===== src/rtl/spi_seq_pkg.sv =====
package spi_seq_pkg;
  localparam int DATA_W = 16;
  localparam int PCS_W  = 4;
  localparam int BLEN_W = 4;

  typedef enum logic [2:0] {
    S_IDLE, S_SETUP, S_SHIFT, S_WORDGAP, S_HOLD, S_CSGAP
  } seq_state_t;

  // strobes from the sequencer to the datapath
  typedef struct packed {
    logic load;      // take a new word
    logic csOn;      // assert the select
    logic csOff;     // release the select
    logic edgeT;     // toggle the serial clock
    logic shiftOut;  // advance the transmit shifter
    logic sampleIn;  // capture one receive bit
    logic done;      // word complete
  } seq_strobe_t;

  function automatic logic [1:0] pcsSlot(input logic [PCS_W-1:0] pcs, input logic dec);
    if (dec)          return pcs[3:2];
    else if (!pcs[0]) return 2'd0;
    else if (!pcs[1]) return 2'd1;
    else if (!pcs[2]) return 2'd2;
    else              return 2'd3;
  endfunction

  function automatic logic [PCS_W-1:0] pcsPins(input logic [PCS_W-1:0] pcs, input logic dec);
    if (dec) return pcs;
    return ~(4'b0001 << pcsSlot(pcs, 1'b0));
  endfunction
endpackage


===== src/rtl/spi_seq_ctrl.sv =====
module spi_seq_ctrl
  import spi_seq_pkg::*;
#(
  parameter int DIV_W = 8,
  parameter int DLY_W = 8,
  parameter int CNT_W = 20
) (
  input  logic              clk,
  input  logic              rst,
  input  logic              txValid,
  input  logic [PCS_W-1:0]  txPcs,
  input  logic              txLast,
  output logic              txReady,
  input  logic              fdiv,
  input  logic              decodeMode,
  input  logic [DLY_W-1:0]  dlyBcs,
  input  logic [DIV_W-1:0]  selDiv,
  input  logic [BLEN_W-1:0] selBitsM8,
  input  logic              selCpha,
  input  logic [DLY_W-1:0]  selDlyBs,
  input  logic [DLY_W-1:0]  selDlyBct,
  output logic [1:0]        cfgSlot,
  output logic [PCS_W-1:0]  curPcs,
  output seq_strobe_t       stb
);
  localparam logic [DLY_W-1:0] MIN_BCS = DLY_W'(6);

  seq_state_t state, stateN;
  logic [CNT_W-1:0] cnt, cntN;
  logic [4:0]       halfCnt, halfN;
  logic             curLast;

  function automatic logic [CNT_W-1:0] units(input logic [DLY_W-1:0] v, input logic f);
    return f ? (CNT_W'(v) << 5) : CNT_W'(v);
  endfunction

  logic [DIV_W-1:0] effDiv;
  logic [CNT_W-1:0] divLoad, setupLoad, bctLoad, bcsLoad;
  logic [4:0]       lastHalf;
  logic             isLead, finalHalf;

  assign effDiv    = (selDiv == '0) ? DIV_W'(1) : selDiv;
  assign divLoad   = CNT_W'(effDiv) - CNT_W'(1);
  assign setupLoad = (selDlyBs == '0) ? divLoad : units(selDlyBs, fdiv) - CNT_W'(1);
  assign bctLoad   = (fdiv ? (CNT_W'(selDlyBct) << 10) : (CNT_W'(selDlyBct) << 5)) - CNT_W'(1);
  assign bcsLoad   = units((dlyBcs < MIN_BCS) ? MIN_BCS : dlyBcs, fdiv) - CNT_W'(1);
  assign lastHalf  = ((5'(selBitsM8) + 5'd8) << 1) - 5'd1;
  assign isLead    = ~halfCnt[0];
  assign finalHalf = (halfCnt == lastHalf);
  assign cfgSlot   = pcsSlot((state == S_IDLE) ? txPcs : curPcs, decodeMode);

  always_comb begin
    stb     = '0;
    txReady = 1'b0;
    stateN  = state;
    cntN    = cnt;
    halfN   = halfCnt;
    case (state)
      S_IDLE: begin
        txReady = 1'b1;
        if (txValid && txPcs != 4'hF) begin
          stb.load = 1'b1;
          stb.csOn = 1'b1;
          cntN     = setupLoad;
          stateN   = S_SETUP;
        end
      end
      S_SETUP: begin
        if (cnt == '0) begin
          cntN   = divLoad;
          halfN  = '0;
          stateN = S_SHIFT;
        end else cntN = cnt - CNT_W'(1);
      end
      S_SHIFT: begin
        if (cnt != '0) cntN = cnt - CNT_W'(1);
        else begin
          stb.edgeT    = 1'b1;
          cntN         = divLoad;
          halfN        = halfCnt + 5'd1;
          stb.sampleIn = selCpha ? !isLead : isLead;
          stb.shiftOut = selCpha ? (isLead && halfCnt != '0) : (!isLead && !finalHalf);
          if (finalHalf) begin
            stb.done = 1'b1;
            if (curLast) begin
              stb.csOff = 1'b1;
              cntN      = bcsLoad;
              stateN    = S_CSGAP;
            end else if (selDlyBct != '0) begin
              cntN   = bctLoad;
              stateN = S_WORDGAP;
            end else stateN = S_HOLD;
          end
        end
      end
      S_WORDGAP: begin
        if (cnt == '0) stateN = S_HOLD;
        else cntN = cnt - CNT_W'(1);
      end
      S_HOLD: begin
        if (txValid) begin
          if (txPcs == curPcs) begin
            txReady  = 1'b1;
            stb.load = 1'b1;
            cntN     = divLoad;
            halfN    = '0;
            stateN   = S_SHIFT;
          end else begin
            stb.csOff = 1'b1;
            cntN      = bcsLoad;
            stateN    = S_CSGAP;
          end
        end
      end
      S_CSGAP: begin
        if (cnt == '0) stateN = S_IDLE;
        else cntN = cnt - CNT_W'(1);
      end
      default: stateN = S_IDLE;
    endcase
  end

  always_ff @(posedge clk) begin
    if (rst) begin
      state   <= S_IDLE;
      cnt     <= '0;
      halfCnt <= '0;
      curPcs  <= 4'hF;
      curLast <= 1'b0;
    end else begin
      state   <= stateN;
      cnt     <= cntN;
      halfCnt <= halfN;
      if (stb.load) begin
        curPcs  <= txPcs;
        curLast <= txLast;
      end
    end
  end
endmodule


===== src/rtl/spi_seq_dp.sv =====
module spi_seq_dp
  import spi_seq_pkg::*;
(
  input  logic              clk,
  input  logic              rst,
  input  seq_strobe_t       stb,
  input  logic [DATA_W-1:0] txData,
  input  logic [PCS_W-1:0]  curPcs,
  input  logic [BLEN_W-1:0] selBitsM8,
  input  logic              selCpol,
  input  logic              decodeMode,
  input  logic              loopback,
  input  logic              miso,
  output logic              spck,
  output logic              mosi,
  output logic [PCS_W-1:0]  npcs,
  output logic              rxValid,
  output logic [DATA_W-1:0] rxData
);
  logic [DATA_W-1:0] txSh, rxSh, rxNext, mask;
  logic [DATA_W:0]   maskFull;
  logic              csActive, inBit;
  logic [3:0]        topBit;

  assign topBit   = selBitsM8 + 4'd7;
  assign mosi     = txSh[topBit];
  assign inBit    = loopback ? mosi : miso;
  assign rxNext   = stb.sampleIn ? {rxSh[DATA_W-2:0], inBit} : rxSh;
  assign maskFull = ((DATA_W+1)'(1) << (5'(selBitsM8) + 5'd8)) - (DATA_W+1)'(1);
  assign mask     = maskFull[DATA_W-1:0];
  assign npcs     = csActive ? pcsPins(curPcs, decodeMode) : 4'hF;

  always_ff @(posedge clk) begin
    if (rst) begin
      txSh     <= '0;
      rxSh     <= '0;
      spck     <= 1'b0;
      csActive <= 1'b0;
      rxValid  <= 1'b0;
      rxData   <= '0;
    end else begin
      rxValid <= stb.done;
      if (stb.load) begin
        txSh <= txData;
        rxSh <= '0;
      end else begin
        if (stb.shiftOut) txSh <= txSh << 1;
        rxSh <= rxNext;
      end
      if (stb.csOn) spck <= selCpol;
      else if (stb.edgeT) spck <= ~spck;
      if (stb.csOn) csActive <= 1'b1;
      else if (stb.csOff) csActive <= 1'b0;
      if (stb.done) rxData <= rxNext & mask;
    end
  end
endmodule


===== src/rtl/spi_xfer_seq.sv =====
module spi_xfer_seq
  import spi_seq_pkg::*;
#(
  parameter int DIV_W = 8,
  parameter int DLY_W = 8,
  parameter int CNT_W = 20
) (
  input  logic              clk,
  input  logic              rst,
  input  logic              txValid,
  output logic              txReady,
  input  logic [15:0]       txData,
  input  logic [3:0]        txPcs,
  input  logic              txLast,
  input  logic [4*DIV_W-1:0] cfgDiv,
  input  logic [15:0]       cfgBitsM8,
  input  logic [3:0]        cfgCpol,
  input  logic [3:0]        cfgCpha,
  input  logic [4*DLY_W-1:0] cfgDlyBs,
  input  logic [4*DLY_W-1:0] cfgDlyBct,
  input  logic              fdiv,
  input  logic [DLY_W-1:0]  dlyBcs,
  input  logic              decodeMode,
  input  logic              loopback,
  input  logic              miso,
  output logic              spck,
  output logic              mosi,
  output logic [3:0]        npcs,
  output logic              rxValid,
  output logic [15:0]       rxData
);
  seq_strobe_t       stb;
  logic [1:0]        cfgSlot;
  logic [PCS_W-1:0]  curPcs;
  logic [DIV_W-1:0]  selDiv;
  logic [BLEN_W-1:0] selBitsM8;
  logic [DLY_W-1:0]  selDlyBs, selDlyBct;
  logic              selCpol, selCpha;

  assign selDiv    = cfgDiv[cfgSlot*DIV_W +: DIV_W];
  assign selBitsM8 = cfgBitsM8[cfgSlot*BLEN_W +: BLEN_W];
  assign selDlyBs  = cfgDlyBs[cfgSlot*DLY_W +: DLY_W];
  assign selDlyBct = cfgDlyBct[cfgSlot*DLY_W +: DLY_W];
  assign selCpol   = cfgCpol[cfgSlot];
  assign selCpha   = cfgCpha[cfgSlot];

  spi_seq_ctrl #(.DIV_W(DIV_W), .DLY_W(DLY_W), .CNT_W(CNT_W)) ctrl (
    .clk(clk), .rst(rst), .txValid(txValid), .txPcs(txPcs), .txLast(txLast),
    .txReady(txReady), .fdiv(fdiv), .decodeMode(decodeMode), .dlyBcs(dlyBcs),
    .selDiv(selDiv), .selBitsM8(selBitsM8), .selCpha(selCpha),
    .selDlyBs(selDlyBs), .selDlyBct(selDlyBct), .cfgSlot(cfgSlot),
    .curPcs(curPcs), .stb(stb)
  );

  spi_seq_dp dp (
    .clk(clk), .rst(rst), .stb(stb), .txData(txData), .curPcs(curPcs),
    .selBitsM8(selBitsM8), .selCpol(selCpol), .decodeMode(decodeMode),
    .loopback(loopback), .miso(miso), .spck(spck), .mosi(mosi),
    .npcs(npcs), .rxValid(rxValid), .rxData(rxData)
  );
endmodule


===== config.mk =====
export PLATFORM = sky130hd
export DESIGN_NAME = spi_xfer_seq
export DESIGN_NICKNAME = d
export VERILOG_FILES = /design/src/rtl/spi_seq_pkg.sv /design/src/rtl/spi_seq_ctrl.sv /design/src/rtl/spi_seq_dp.sv /design/src/rtl/spi_xfer_seq.sv
export SDC_FILE = /design/constraint.sdc
export NUM_CORES = 1
export LEC_CHECK = 0
export BUFFER_PORTS_ARGS = -buffer_cell sky130_fd_sc_hd__buf_2
export CAP_MARGIN = 20
export CORE_ASPECT_RATIO = 0.5
export CORE_MARGIN = 4
export CORE_UTILIZATION = 45
export DETAILED_ROUTE_END_ITERATION = 8
export PLACE_DENSITY = 0.77
export RECOVER_POWER = 100
export SLEW_MARGIN = 20
export SYNTH_ARGS = -nofsm -noshare
export SYNTH_HDL_FRONTEND = slang
export SYNTH_HIERARCHICAL = 1
export SYNTH_SLANG_ARGS = --single-unit

===== constraint.sdc =====
create_clock -name clk -period 7.7 [get_ports clk]
set_clock_uncertainty 0.05 [all_clocks]
set_input_delay 2.31 -clock clk [delete_from_list [all_inputs] [get_ports clk]]
set_output_delay 2.31 -clock clk [all_outputs]
set_load 0.1 [all_outputs]

==> results.sh <==
export IMPL_outcome="complete, but fails checks"
export IMPL_violations="capacitance limit, slew limit"
export IMPL_ys_ff_latch=84
export IMPL_hold_path_class="register to register"
export IMPL_ys_seq_area_frac=0.221
export IMPL_synth_ff_type="dfxtp_1"
export IMPL_rsz0062_at_grt="no"
export IMPL_post_route_period_util=0.981
export IMPL_cpMostUsedCell="mux4_2"
export IMPL_tightest_slew_ps=1710
export IMPL_vias=8313
export IMPL_clk_pin_slew_ps=70
export IMPL_p_clk_frac=0.139
export IMPL_track_usage=0.275
export IMPL_yosysTopAreaCell="dfxtp_1"
export IMPL_grt_pass1_vias=7874
export IMPL_reg2regPathDepth=15
export IMPL_cp_data_required_time_ps=5340
export IMPL_syn_area_mm2=0.00761
export IMPL_routedWlPerCell_um=19.5
export IMPL_tns_ps=0
export IMPL_antennaDiodeCount=0
export IMPL_cp_num_cells=10
export IMPL_multi_input_area_mm2=0.00555
export IMPL_dp_hpwl_mm=20.8
export IMPL_post_route_min_period_ps=7550
export IMPL_cts_root_buf="clkbuf_16"
export IMPL_setup_violations_final=0
export IMPL_synth_cell_types=77
export IMPL_wl_mm=26.7
export IMPL_ctsHtreeMaxLevel=3
export IMPL_io_pins=180
export IMPL_maxSlewViolCount=43
export IMPL_dr_first_iter_drc_count=889
export IMPL_routabilityCongestion=1.04
export IMPL_insertion_delay_ps=360
export IMPL_drtPass1Iterations=7
export IMPL_synth_edf_count=0
export IMPL_die_x_um=192
export IMPL_rows=33
export IMPL_fmax_ghz=0.132
export IMPL_initial_core_util=0.462
export IMPL_syn_area_per_cell_um2=7.67
export IMPL_seqCellArea_mm2=0.00168
export IMPL_crit_family="multiplexers"
export IMPL_dieArea_mm2=0.0192
export IMPL_portBuffers=179
export IMPL_switching_share=0.508
export IMPL_die_y_um=100
export IMPL_crit_fanout=8
export IMPL_whs_path_depth=2
export IMPL_cts_hold_buf=0
export IMPL_cp_num_buf_inv=3
export IMPL_arrival_ps=5190
export IMPL_antenna_left=0
export IMPL_syn_to_final_growth_pct=17.1
export IMPL_powerDensity_mw_per_mm2=347
export IMPL_yosys_warnings=6
export IMPL_drc=0
export IMPL_cts_sinks=84
export IMPL_grt_max_degree=48
export IMPL_cts_buffers=9
export IMPL_clock_path_buffers=2
export IMPL_ys_top_cells_by_area="dfxtp_1 (22%), mux4_2 (9.5%), nor2_1 (7.1%), mux2i_1 (5.8%), a21oi_1 (5.7%)"
export IMPL_total_leakage_power_nw=3.39
export IMPL_netlist_instances=993
export IMPL_dp_slack_ps=50.6
export IMPL_worstSetupEndpointType="output port"
export IMPL_cts_tree="built"
export IMPL_ys_async_sr_fraction=0
export IMPL_startpoint_type="input pin"
export IMPL_drive_gt1_frac=0.219
export IMPL_critPathSlowestCell="mux4_2"
export IMPL_p_int_mw=1.52
export IMPL_grt_overflow=0
export IMPL_core_mm2=0.0165
export IMPL_hold_viol=0
export IMPL_relSlewSlack=-0.143
export IMPL_p_sw_mw=1.57
export IMPL_grt_pass1_wl_mm=42.1
export IMPL_max_cap_violations=1
export IMPL_synth_top_area_share=0.221
export IMPL_critPathKind="input pin to output port"
export IMPL_combPwrFrac=0.670
export IMPL_layout_setup_ws_ps=150
export IMPL_slowest_delay_ps=630
export IMPL_fill_cells=1577
export IMPL_vdd_drop_max_mv=0.300
export IMPL_crit_chain="buf_2 -> nand3b_1 -> a31oi_4 -> mux4_2 -> inv_1 -> ha_2 -> mux2i_1 -> mux4_2 -> mux2i_4 -> buf_12"
export IMPL_antenna_found_initial=1
export IMPL_nNetsFinal=1304
export IMPL_viasPerCell=6.09
export IMPL_sequentialPowerShare=0.190
## stage by stage
step	hold slack [ps]	area [µm²]	power (mW)	utilization	std cells
after floorplan	423	7630	2.16	-	994
after global routing	446	8910	3.29	0.541	1366
after detailed placement	402	8680	2.60	0.527	1350
final	427	8910	3.09	0.541	1366
after CTS	421	8960	3.04	0.544	1366
after global placement	404	8680	2.58	0.527	1350
## kinds of logic (layout without fill, tap and decap cells)
group | count (synthesis) | count (layout) | share of synthesized area
XOR/XNOR | 47 | 47 | 0.0541
multiplexers | 83 | 83 | 0.163
buffers and inverters | 97 | 242 | 0.0549
AO/OA/AOI/OAI | 274 | 274 | 0.231
AND/OR/NAND/NOR | 393 | 393 | 0.252
other | 1 | 2 | 0.000493
flip-flops | 84 | 84 | 0.221
adder cells (fa/ha/maj) | 14 | 14 | 0.0230
## power groups by stage
| stage | registers (mW) | logic, mW | clock network [mW] |
|---|---|---|---|
| global placement | 0.591 | 1.99 | 0 |
| global route | 0.597 | 2.24 | 0.455 |
| finish | 0.588 | 2.07 | 0.430 |
| detailed placement | 0.594 | 2.00 | 0 |
| floorplan | 0.564 | 1.59 | 0 |
| CTS | 0.585 | 2.02 | 0.438 |
## worst paths after layout
check,from,to,slack [ps]
max,decodeMode,mosi,150
min,dp/rxData[12]$_SDFFE_PP0P_,dp/rxData[12]$_SDFFE_PP0P_,430
max reg2reg,ctrl/state[2]$_SDFFE_PP0P_,dp/rxData[15]$_SDFFE_PP0P_,1760
min reg2reg,dp/rxData[12]$_SDFFE_PP0P_,dp/rxData[12]$_SDFFE_PP0P_,430
## cell usage after synthesis (12+ instances only)
cell	instances
nor2_1	144
a21oi_1	87
dfxtp_1	84
nand2_1	82
o21ai_0	52
clkbuf_1	51
mux2i_1	44
mux4_2	32
nor3_1	31
inv_1	27
xnor2_1	27
nor2b_1	21
xor2_1	20
nand3_1	19
a211oi_1	14
ha_1	14
nand2b_1	14
nor4_1	13
o211ai_1	13
a31oi_1	12
## cell usage in the layout, fill, tap and decap left out, drive strengths merged, types with 9 or more instances in the layout
cell and count:
o22ai 9, xor2 20, a31oi 12, inv 32
nor2 144, mux2i 44, xnor2 27, a211oi 14
dfxtp 84, or3 11, mux4 32, ha 14
nand3 20, nor2b 21, buf 168, nand2b 14
clkbuf 38, or4 9, nand2 84, o211ai 13
nor4 15, a21oi 87, o21ai 56, nor3 31
## sequential cells by signal (all words and copies together) (netlist names)
name,cells
ctrl/cnt,20
dp/rxData,16
dp/rxSh,16
dp/txSh,16
ctrl/halfCnt,5
ctrl/curPcs,4
ctrl/state,3
ctrl/curLast,1
dp/csActive,1
dp/rxValid,1
dp/spck,1
## cell type report
class                   instances  share of cell area
multi-input cells             813               0.623
flip-flops and latches         84               0.189
repair buffers                197               0.112
well taps                     227              0.0319
clock buffers                   9              0.0253
inverters                      29              0.0122
clock inverters                 7             0.00660
## worst min-delay path, stage by stage (launching register included)
cell	delay, ps
dfxtp_1	320
nand2_1	60
a21oi_1	50
## timing repair
action                     4_1_cts  5_1_grt
buffers inserted                 0        0
resized for setup                0        2
setup endpoints to repair        0        1
## layer usage
metal  GRT usage  wire (µm)
met4      0.0656        509
met2       0.419      11600
met1       0.390      12000
met5           0         11
met3      0.0761       2590
Note: power is estimated with default switching activity, not from simulation.
